`src/rtl/rsa_ctrl_regs.sv`:
```
module rsa_ctrl_regs #(
  parameter int AW = 12,
  parameter int DW = 32
) (
  input  logic          clk,
  input  logic          rst_n,
  input  logic          bus_sel,
  input  logic          bus_wr,
  input  logic [AW-1:0] bus_addr,
  input  logic [DW-1:0] bus_wdata,
  output logic [DW-1:0] bus_rdata,
  input  logic          dma_done,
  input  logic          core_done,
  input  logic          cpu_mem_req,
  input  logic          eng_mem_req,
  output logic          dma_start,
  output logic          core_start,
  output logic [1:0]    dma_mode,
  output logic          mem_cpu_own,
  output logic [DW-1:0] dma_base,
  output logic [DW-1:0] dma_len,
  output logic [DW/2-1:0] exp_bits,
  output logic [DW/2-1:0] mod_bits,
  output logic          cpu_mem_gnt,
  output logic          eng_mem_gnt,
  output logic          irq
);
  localparam logic [AW-1:0] A_GO   = AW'(12'h000);
  localparam logic [AW-1:0] A_CMD  = AW'(12'h048);
  localparam logic [AW-1:0] A_BASE = AW'(12'h04C);
  localparam logic [AW-1:0] A_LEN  = AW'(12'h050);
  localparam logic [AW-1:0] A_KLEN = AW'(12'h058);
  localparam logic [AW-1:0] A_MSK  = AW'(12'h3F8);
  localparam logic [AW-1:0] A_STS  = AW'(12'h3FC);

  typedef enum logic [1:0] {IDLE, LOAD, CALC} st_t;
  st_t st;

  logic [DW-1:0] base_q, len_q, klen_q;
  logic [1:0]    mode_q;
  logic          own_q, msk_q, sts_q, dma_go_q, core_go_q;

  logic wr_en, wr_go, stop, busy, fin;
  assign wr_en = bus_sel & bus_wr;
  assign wr_go = wr_en && (bus_addr == A_GO);
  assign stop  = wr_go && (bus_wdata[1:0] == 2'b00);
  assign busy  = (st != IDLE);
  assign fin   = (st == CALC) && core_done && !stop;

  always_ff @(posedge clk or negedge rst_n) begin
    if (!rst_n) begin
      st <= IDLE; dma_go_q <= 1'b0; core_go_q <= 1'b0;
    end else begin
      dma_go_q  <= 1'b0;
      core_go_q <= 1'b0;
      case (st)
        IDLE: if (wr_go && bus_wdata[1]) begin
                st <= LOAD; dma_go_q <= 1'b1;
              end else if (wr_go && bus_wdata[0]) begin
                st <= CALC; core_go_q <= 1'b1;
              end
        LOAD: if (stop) st <= IDLE;
              else if (dma_done) begin st <= CALC; core_go_q <= 1'b1; end
        CALC: if (stop || core_done) st <= IDLE;
        default: st <= IDLE;
      endcase
    end
  end

  always_ff @(posedge clk or negedge rst_n) begin
    if (!rst_n) begin
      base_q <= '0; len_q <= '0; klen_q <= '0;
      mode_q <= '0; own_q <= 1'b0; msk_q <= 1'b0; sts_q <= 1'b0;
    end else begin
      if (wr_en && bus_addr == A_CMD) begin
        mode_q <= bus_wdata[5:4];
        own_q  <= bus_wdata[8];
      end
      if (wr_en && bus_addr == A_BASE) base_q <= bus_wdata;
      if (wr_en && bus_addr == A_LEN)  len_q  <= bus_wdata;
      if (wr_en && bus_addr == A_KLEN) klen_q <= bus_wdata;
      if (wr_en && bus_addr == A_MSK)  msk_q  <= bus_wdata[1];
      sts_q <= (sts_q & ~(wr_en && bus_addr == A_STS && bus_wdata[1])) | fin;
    end
  end

  always_comb begin
    bus_rdata = '0;
    if (bus_sel && !bus_wr) begin
      case (bus_addr)
        A_GO:   bus_rdata[2] = busy;
        A_CMD:  begin bus_rdata[5:4] = mode_q; bus_rdata[8] = own_q; end
        A_BASE: bus_rdata = base_q;
        A_LEN:  bus_rdata = len_q;
        A_KLEN: bus_rdata = klen_q;
        A_MSK:  bus_rdata[1] = msk_q;
        A_STS:  bus_rdata[1] = sts_q;
        default: bus_rdata = '0;
      endcase
    end
  end

  assign dma_start   = dma_go_q;
  assign core_start  = core_go_q;
  assign dma_mode    = mode_q;
  assign mem_cpu_own = own_q;
  assign dma_base    = base_q;
  assign dma_len     = len_q;
  assign exp_bits    = klen_q[DW-1:DW/2];
  assign mod_bits    = klen_q[DW/2-1:0];
  assign cpu_mem_gnt = own_q & cpu_mem_req;
  assign eng_mem_gnt = ~own_q & eng_mem_req;
  assign irq         = sts_q & msk_q;


  dma_pulse_chk: assert property (@(posedge clk) disable iff (!rst_n)
    dma_start |=> !dma_start);

  dma_busy_chk: assert property (@(posedge clk) disable iff (!rst_n)
    dma_start |-> (st == LOAD));

  done_flag_chk: assert property (@(posedge clk) disable iff (!rst_n)
    ((st == CALC) && core_done && !stop) |=> (sts_q && st == IDLE));

  irq_mask_chk: assert property (@(posedge clk) disable iff (!rst_n)
    irq |-> msk_q);

  stop_idle_chk: assert property (@(posedge clk) disable iff (!rst_n)
    stop |=> (st == IDLE && !core_start));

  grant_excl_chk: assert property (@(posedge clk) disable iff (!rst_n)
    !(cpu_mem_gnt && eng_mem_gnt));

  idle_quiet_chk: assert property (@(posedge clk) disable iff (!rst_n)
    ((st == IDLE) && !wr_go) |=> (!core_start && !dma_start && $stable(sts_q) || !sts_q));
endmodule

```
`config.mk`:
```
export PLATFORM = sky130hd
export DESIGN_NAME = rsa_ctrl_regs
export DESIGN_NICKNAME = d
export VERILOG_FILES = /design/src/rtl/rsa_ctrl_regs.sv
export SDC_FILE = /design/constraint.sdc
export NUM_CORES = 1
export LEC_CHECK = 0
export BUFFER_PORTS_ARGS = -buffer_cell sky130_fd_sc_hd__buf_4
export CAP_MARGIN = 25
export CORE_AREA = 2 2 106 129
export DETAILED_ROUTE_END_ITERATION = 12
export DIE_AREA = 0 0 108 131
export PLACE_DENSITY = 0.67
export SLEW_MARGIN = 20
export SYNTH_ARGS = -nofsm -noshare
export SYNTH_HDL_FRONTEND = slang
export SYNTH_SLANG_ARGS = --single-unit
```
`constraint.sdc`:
```
create_clock -name clk -period 3 [get_ports clk]
set_input_delay 0.3 -clock clk [delete_from_list [all_inputs] [get_ports clk]]
set_output_delay 0.3 -clock clk [all_outputs]
set_load 0.005 [all_outputs]
```
==> results of run 1 <==
[worst max-delay path: stages]
cell,delay [ns]
buf_4,0.12
or4b_2,0.75
nor3_4,0.16
buf_4,0.33
nand2_1,0.09
a32oi_1,0.22
buf_4,0.15
[flip-flops by register name, indices dropped and copies added, names as in the netlist, 2 cells and up]
register	count
dma_mode	2
klen_q	32
st	2
dma_len	32
dma_base	32
[how the worst max path moves through the flow]
| stage | start | to |
|---|---|---|
| 6_report | bus_addr[7] | bus_rdata[1] |
| 5_1_grt | bus_addr[7] | bus_rdata[14] |
| 4_1_cts | bus_addr[7] | bus_rdata[1] |
| 3_5_place_dp | bus_addr[7] | dma_len[11] |
| 3_3_place_gp | bus_addr[7] | dma_len[11] |
| 2_1_floorplan | bus_addr[7] | bus_rdata[24] |
[placed cells by master, fill, tap and decap left out, drive strengths merged, types with 3 or more instances in the layout]
| master | count |
|---|---|
| nor2b | 3 |
| mux2i | 4 |
| a22oi | 27 |
| mux2 | 132 |
| clkbuf | 9 |
| nand2 | 6 |
| or4 | 3 |
| nand3 | 4 |
| nor3 | 6 |
| and2 | 3 |
| or3 | 8 |
| buf | 196 |
| a2bb2oi | 3 |
| or2 | 3 |
| nor2 | 37 |
| dfrtp | 105 |
| inv | 6 |
[routing by layer]
metal | GRT usage (%) | share of wire (%)
met2 | 35.0 | 52
met4 | 8.37 | 2.1
met3 | 3.82 | 5.8
met1 | 24.8 | 40
met5 | 0 | 0
[power by group through the flow]
| stage | Clock (uW) | Sequential [uW] | Combinational (uW) |
|---|---|---|---|
| after floorplan | 0 | 1450 | 40.6 |
| after global placement | 0 | 1450 | 155 |
| after detailed placement | 0 | 1450 | 159 |
| after CTS | 1250 | 1420 | 160 |
| after global routing | 1310 | 1420 | 175 |
| final | 1210 | 1420 | 158 |
[area by class of cell]
type / instances / share of cell area [%]
Sequential cell: 105 / 37.0
Tap cell: 168 / 2.96
Clock buffer: 9 / 3.17
Inverter: 2 / 0.106
Timing Repair Buffer: 197 / 21.1
Multi-Input combinational cell: 265 / 34.5
Clock inverter: 7 / 1.18
[kinds of logic after synthesis]
family          after synthesis
simple gates                 88
mux                         136
compound gates               41
buf+inv                      28
flops                       105
[stage by stage]
stage	hold WS (ns)	util (%)
3_3_place_gp	0.357	52.3
6_report	0.190	54.8
5_1_grt	0.179	54.8
3_5_place_dp	0.366	52.3
4_1_cts	0.180	54.8
2_1_floorplan	0.00441	-
[synthesized netlist by cell type, types with 2 or more instances]
cell type,n,area share (%)
nand4bb_1,2,0.43
o21ai_0,2,0.19
clkbuf_1,12,0.86
buf_6,4,0.86
or3_1,7,0.84
a2bb2oi_1,3,0.50
nor3_1,5,0.48
inv_1,2,0.14
and2_1,3,0.36
nor2_1,37,2.7
nand3_1,4,0.38
nor4b_1,2,0.34
or4_4,2,0.43
buf_2,9,0.86
or2_2,2,0.24
mux2_1,2,0.43
a22oi_1,27,3.9
mux2i_1,4,0.77
and4_1,2,0.34
nand2_1,6,0.43
mux2_4,30,8.6
mux2_2,100,22
nand4_1,2,0.24
nor2b_1,3,0.36
dfrtp_1,105,50
==> impl_metrics.toml, run 1 <==
[route]
drcViolationCount = 0
wl_um = 14100
vias = 4020
first_iter_violations = 205
vias_per_cell = 5.34
wl_per_cell_um = 18.8
drt_first_pass_iters = 4
postRouteAntennaNets = 0

[worst_setup_path]
rr_worst_depth = 3
start_kind = "primary input"
cp_max_fo = 22
r2r_setup_slack_ns = 1.99
r2r_start = "st[0]"
criticalPathCategory = "primary input to output port"
r2r_end = "st[1]"
crit_required_ns = 2.70
worstPathArrival_ns = 2.12
end_kind = "output port"

[run_status]
status = "finished clean"

[layout]
fin_nets = 632
stdcell_area_sq_um = 7100
regArea_sq_um = 2630
finalNonFillerCells = 753
syn_to_final_growth_pct = 36.1
layout-drive-gt1-share_pct = 60.3
diodes = 0
multiInputGateArea_sq_um = 2450
fill_cells = 1130

[clocking]
cts_buffers = 9
cts-root-buf = "clkbuf_16"
clkLatencyLatePin_ns = 0.34
cts.htree.levels = 3
clk_pin_slew_worst_paths_ns = 0.07
cts_sinks = 105
clock_path_buffers = 2
cts_hold_buf = 1
cts_tree = "yes"
cts_resized = 0
cts_setup_buffers = 0

[yosys]
synth-xor-area-share_pct = 0
syn_avg_cell_area_sq_um = 13.1
syn_nets = 450
async_flop_share_pct = 100
ys_types = 46
synth_area_sq_um = 5210
synth-simple-area-share_pct = 9.27
syn_inst = 398
muxShareOfSynthArea_pct = 31.4
synth_fa_ha_area_share_pct = 0
ys_ff_latch = 105
synth_top_family_by_area = "multiplexers"
synth_warnings = 0
synth_compound_area_share_pct = 6.00
synthFlopType = "dfrtp_1"
synth_edf_count = 0
ys_seq_area_share_pct = 50.4

[timing]
timing.final.ws_setup_ns = 0.576
skew_ns = 0.00577
final-setup-viol-count = 0
max_slew_margin_pct = 44.3
min_period_ns = 2.42
hold_violations = 0
rsz0062_at_grt = "no"
fin_crit_sh_pct = 80.8
worstMarginPinSlew_ns = 0.836
fmax_mhz = 413
final.setup.tns_ns = 0
slew_viol_final = 0

[power_and_ir_drop]
total_power_uw = 2790
power.switching_uw = 635
power.density_nw_per_um2 = 394
pwr-share-seq_pct = 50.9
p_clk_share_pct = 43.4
p_int_uw = 2160
vdd_drop_max_uv = 286
sw_frac_of_total_pct = 22.7
pwr-share-comb_pct = 5.7
p_leak_uw = 0.00373

[die]
die_h_um = 131
die_x_um = 108
placementRows = 46
die_area_sq_um = 14100
pin_count = 188
initial_core_util_pct = 40.3
core_area_sq_um = 12900

[worst_hold_path]
hold_depth = 2
hold_class = "primary input to flip-flop"
whs_endpoint = "dma_len[11]"
hp-start = "bus_wdata[11]"

[flow_run]
maxCapViolations = 0

[place]
preCtsSetupSlack_ns = 0.419
dpl_cell_area_sq_um = 6780
hpwl_um = 9950
port_buffers = 187
gp_congestion = 0.880
placedCellCount = 736

[grt]
antenna_found_initial = 0
grt_first_pass_wirelength_um = 22100
globalRouteTotalUtil_pct = 20.2
gr-total-overflow = 0
grt_max_degree = 58
grt_pass1_vias = 4116
(Power assumes the default switching activity.)
==> run 2: changes to the inputs <==
Settings changed: ABC_AREA set to 1, CORE_AREA 2 2 106 129 to 2 2 107 130, DIE_AREA 0 0 108 131 to 0 0 109 132, PLACE_DENSITY 0.67 to 0.7.
Clock period 3 ns to 2.18 ns, I/O delays scaled along.
==> impl_metrics.toml, run 2 <==
[place]
hpwl_um = 11100
dpl_cell_area_sq_um = 6910
gp_congestion = 0.867
port_buffers = 187

[power_and_ir_drop]
vdd_drop_max_uv = 286
p_clk_share_pct = 41.5
p_leak_uw = 0.00377
pwr-share-seq_pct = 52.7
power.density_nw_per_um2 = 516
power.switching_uw = 814
sw_frac_of_total_pct = 21.9
p_int_uw = 2900
pwr-share-comb_pct = 5.8

[timing]
min_period_ns = 1.91
final.setup.tns_ns = 0
fin_crit_sh_pct = 87.8
max_slew_margin_pct = 62.4
rsz0062_at_grt = "no"
slew_viol_final = 0
worstMarginPinSlew_ns = 0.564
fmax_mhz = 523
skew_ns = 0.000337
final-setup-viol-count = 0
hold_violations = 0

[yosys]
ys_types = 23
synth-xor-area-share_pct = 0
syn_nets = 744
ys_top_cells_by_area = "dfrtp_1 (49%), nand2_1 (15%), o21ai_1 (7.3%), nor2_1 (7.3%), inv_1 (5.3%)"
synth_fa_ha_area_share_pct = 0
synth-simple-area-share_pct = 29.3
synthTopCellsByCount = "nand2_1 (217), dfrtp_1 (105), nor2_1 (103)"
synth_top_family_by_area = "simple AND/OR/NAND/NOR gates"
synth_most_common_cell = "nand2_1"
synthFlopType = "dfrtp_1"
synth_area_sq_um = 5310
synth_edf_count = 0
synth_compound_area_share_pct = 11.6
ys_seq_area_share_pct = 49.4
syn_avg_cell_area_sq_um = 7.68
syn_inst = 692
muxShareOfSynthArea_pct = 0
async_flop_share_pct = 100
ys_ff_latch = 105
yosysTopAreaCell = "dfrtp_1"
synth_warnings = 0
synth_top_area_share_pct = 49.4

[die]
placementRows = 46
initial_core_util_pct = 40.7
pin_count = 188
die_h_um = 132
die_area_sq_um = 14400
die_x_um = 109
core_area_sq_um = 13100

[layout]
stdcell_area_sq_um = 7200
layout-drive-gt1-share_pct = 29.8
fin_nets = 933
regArea_sq_um = 2630
fill_cells = 1305
multiInputGateArea_sq_um = 2170
syn_to_final_growth_pct = 35.6
layout_common_cells = "nand2_1 (217), buf_4 (201), dfrtp_1 (105)"
diodes = 0
final_common_cell = "nand2_1"

[worst_hold_path]
hold_class = "primary input to flip-flop"
hold_depth = 2

[worst_setup_path]
worstPathArrival_ns = 1.70
rr_worst_depth = 3
criticalPathCategory = "primary input to output port"
crit_required_ns = 1.96
start_kind = "primary input"
cp_max_fo = 9
end_kind = "output port"

[grt]
grt_pass1_vias = 4712
gr-total-overflow = 0
antenna_found_initial = 0
grt_first_pass_wirelength_um = 24700
globalRouteTotalUtil_pct = 21.9
grt_max_degree = 106

[clocking]
cts_sinks = 105
cts_setup_buffers = 0
clkLatencyLatePin_ns = 0.34
cts_tree = "yes"
clock_path_buffers = 2
cts_resized = 0
cts.htree.levels = 3
clk_pin_slew_worst_paths_ns = 0.07
cts-root-buf = "clkbuf_16"
cts_buffers = 9

[route]
wl_per_cell_um = 14.7
postRouteAntennaNets = 0
drcViolationCount = 0
first_iter_violations = 240
top_layer = "met4"
wl_um = 15500
dr_wl_met2_um = 7860
wl_met1_um = 6660
vias_per_cell = 4.73
drt_first_pass_iters = 4
vias = 4977
wl_met3_um = 857

[flow_run]
maxCapViolations = 0

[run_status]
status = "finished clean"
## run 2: cell count changes after synthesis, sizes merged, moves of 12 or more
cell	delta
inv	+81
nor2	+76
o21ai	+102
mux2	-132
buf	+14
nand2	+218
nand4	+14
clkbuf	-12
a22oi	-27
## run 2: cells by family (layout without fill, tap and decap cells)
logic type             after synthesis  after routing
buffers and inverters              111            304
AO/OA/AOI/OAI                      108            108
AND/OR/NAND/NOR                    368            368
flip-flops                         105            105
## run 2: power by group through the flow
stage          clock network, uW  logic, uW  registers (uW)
6_report                    1540        216            1960
5_1_grt                     1650        244            1960
4_1_cts                     1580        220            1960
3_5_place_dp                   0        218            2000
3_3_place_gp                   0        216            2000
2_1_floorplan                  0       68.7            2000
## run 2: path summary, 6_finish.rpt
kind	from	slack, ns	end
worst max register to register	st[1]	1.25	core_start
worst min register to register	dma_len[27]	0.51	dma_len[27]
min in group asynchronous	rst_n	0.49	dma_len[13]
worst max-delay path	bus_addr[11]	0.27	bus_rdata[3]
worst min-delay path	dma_done	0.07	st[0]
max in group asynchronous	rst_n	1.27	klen_q[26]
## run 2: per-stage QoR
step                cells  hold WS, ns  power, uW  utilization, %  worst slack [ns]
global placement     1037        0.331       2210            52.9             0.298
finish               1053       0.0685       3720            55.1             0.266
CTS                  1053       0.0623       3760            55.1             0.254
floorplan             692      -0.0776       2060               -             0.695
detailed placement   1037        0.333       2210            52.9             0.252
global route         1053       0.0691       3850            55.1             0.152
## run 2: critical path, cell delays in order
cell and delay (ns):
buf_4 0.11, nor2_2 0.16, nand2_2 0.10, nor2_4 0.16, nand3_4 0.10, inv_2 0.23
buf_4 0.21, nand2_1 0.06, nand2_1 0.05, nor2_1 0.04, nor2_1 0.11, buf_4 0.13
## run 2: layout make-up
class / count / share of cell area [%]
Sequential cell: 105 / 36.5
Multi-Input combinational cell: 476 / 30.1
Timing Repair Buffer: 206 / 22.2
Clock buffer: 13 / 3.75
Tap cell: 168 / 2.92
Clock inverter: 2 / 0.174
Inverter: 83 / 4.36
## run 2: metal layers
| layer | GRT usage (%) | vias to the layer above |
|---|---|---|
| met3 | 4.30 | 10 |
| met4 | 5.06 | 0 |
| met2 | 37.9 | 134 |
| met1 | 28.1 | 2304 |
| li1 | - | 2529 |
| met5 | 0 | - |
## run 2: timing repair
item                       in CTS  in global routing
hold endpoints to repair      105                  0
hold buffers                    1                  0
setup endpoints to repair       0                  0
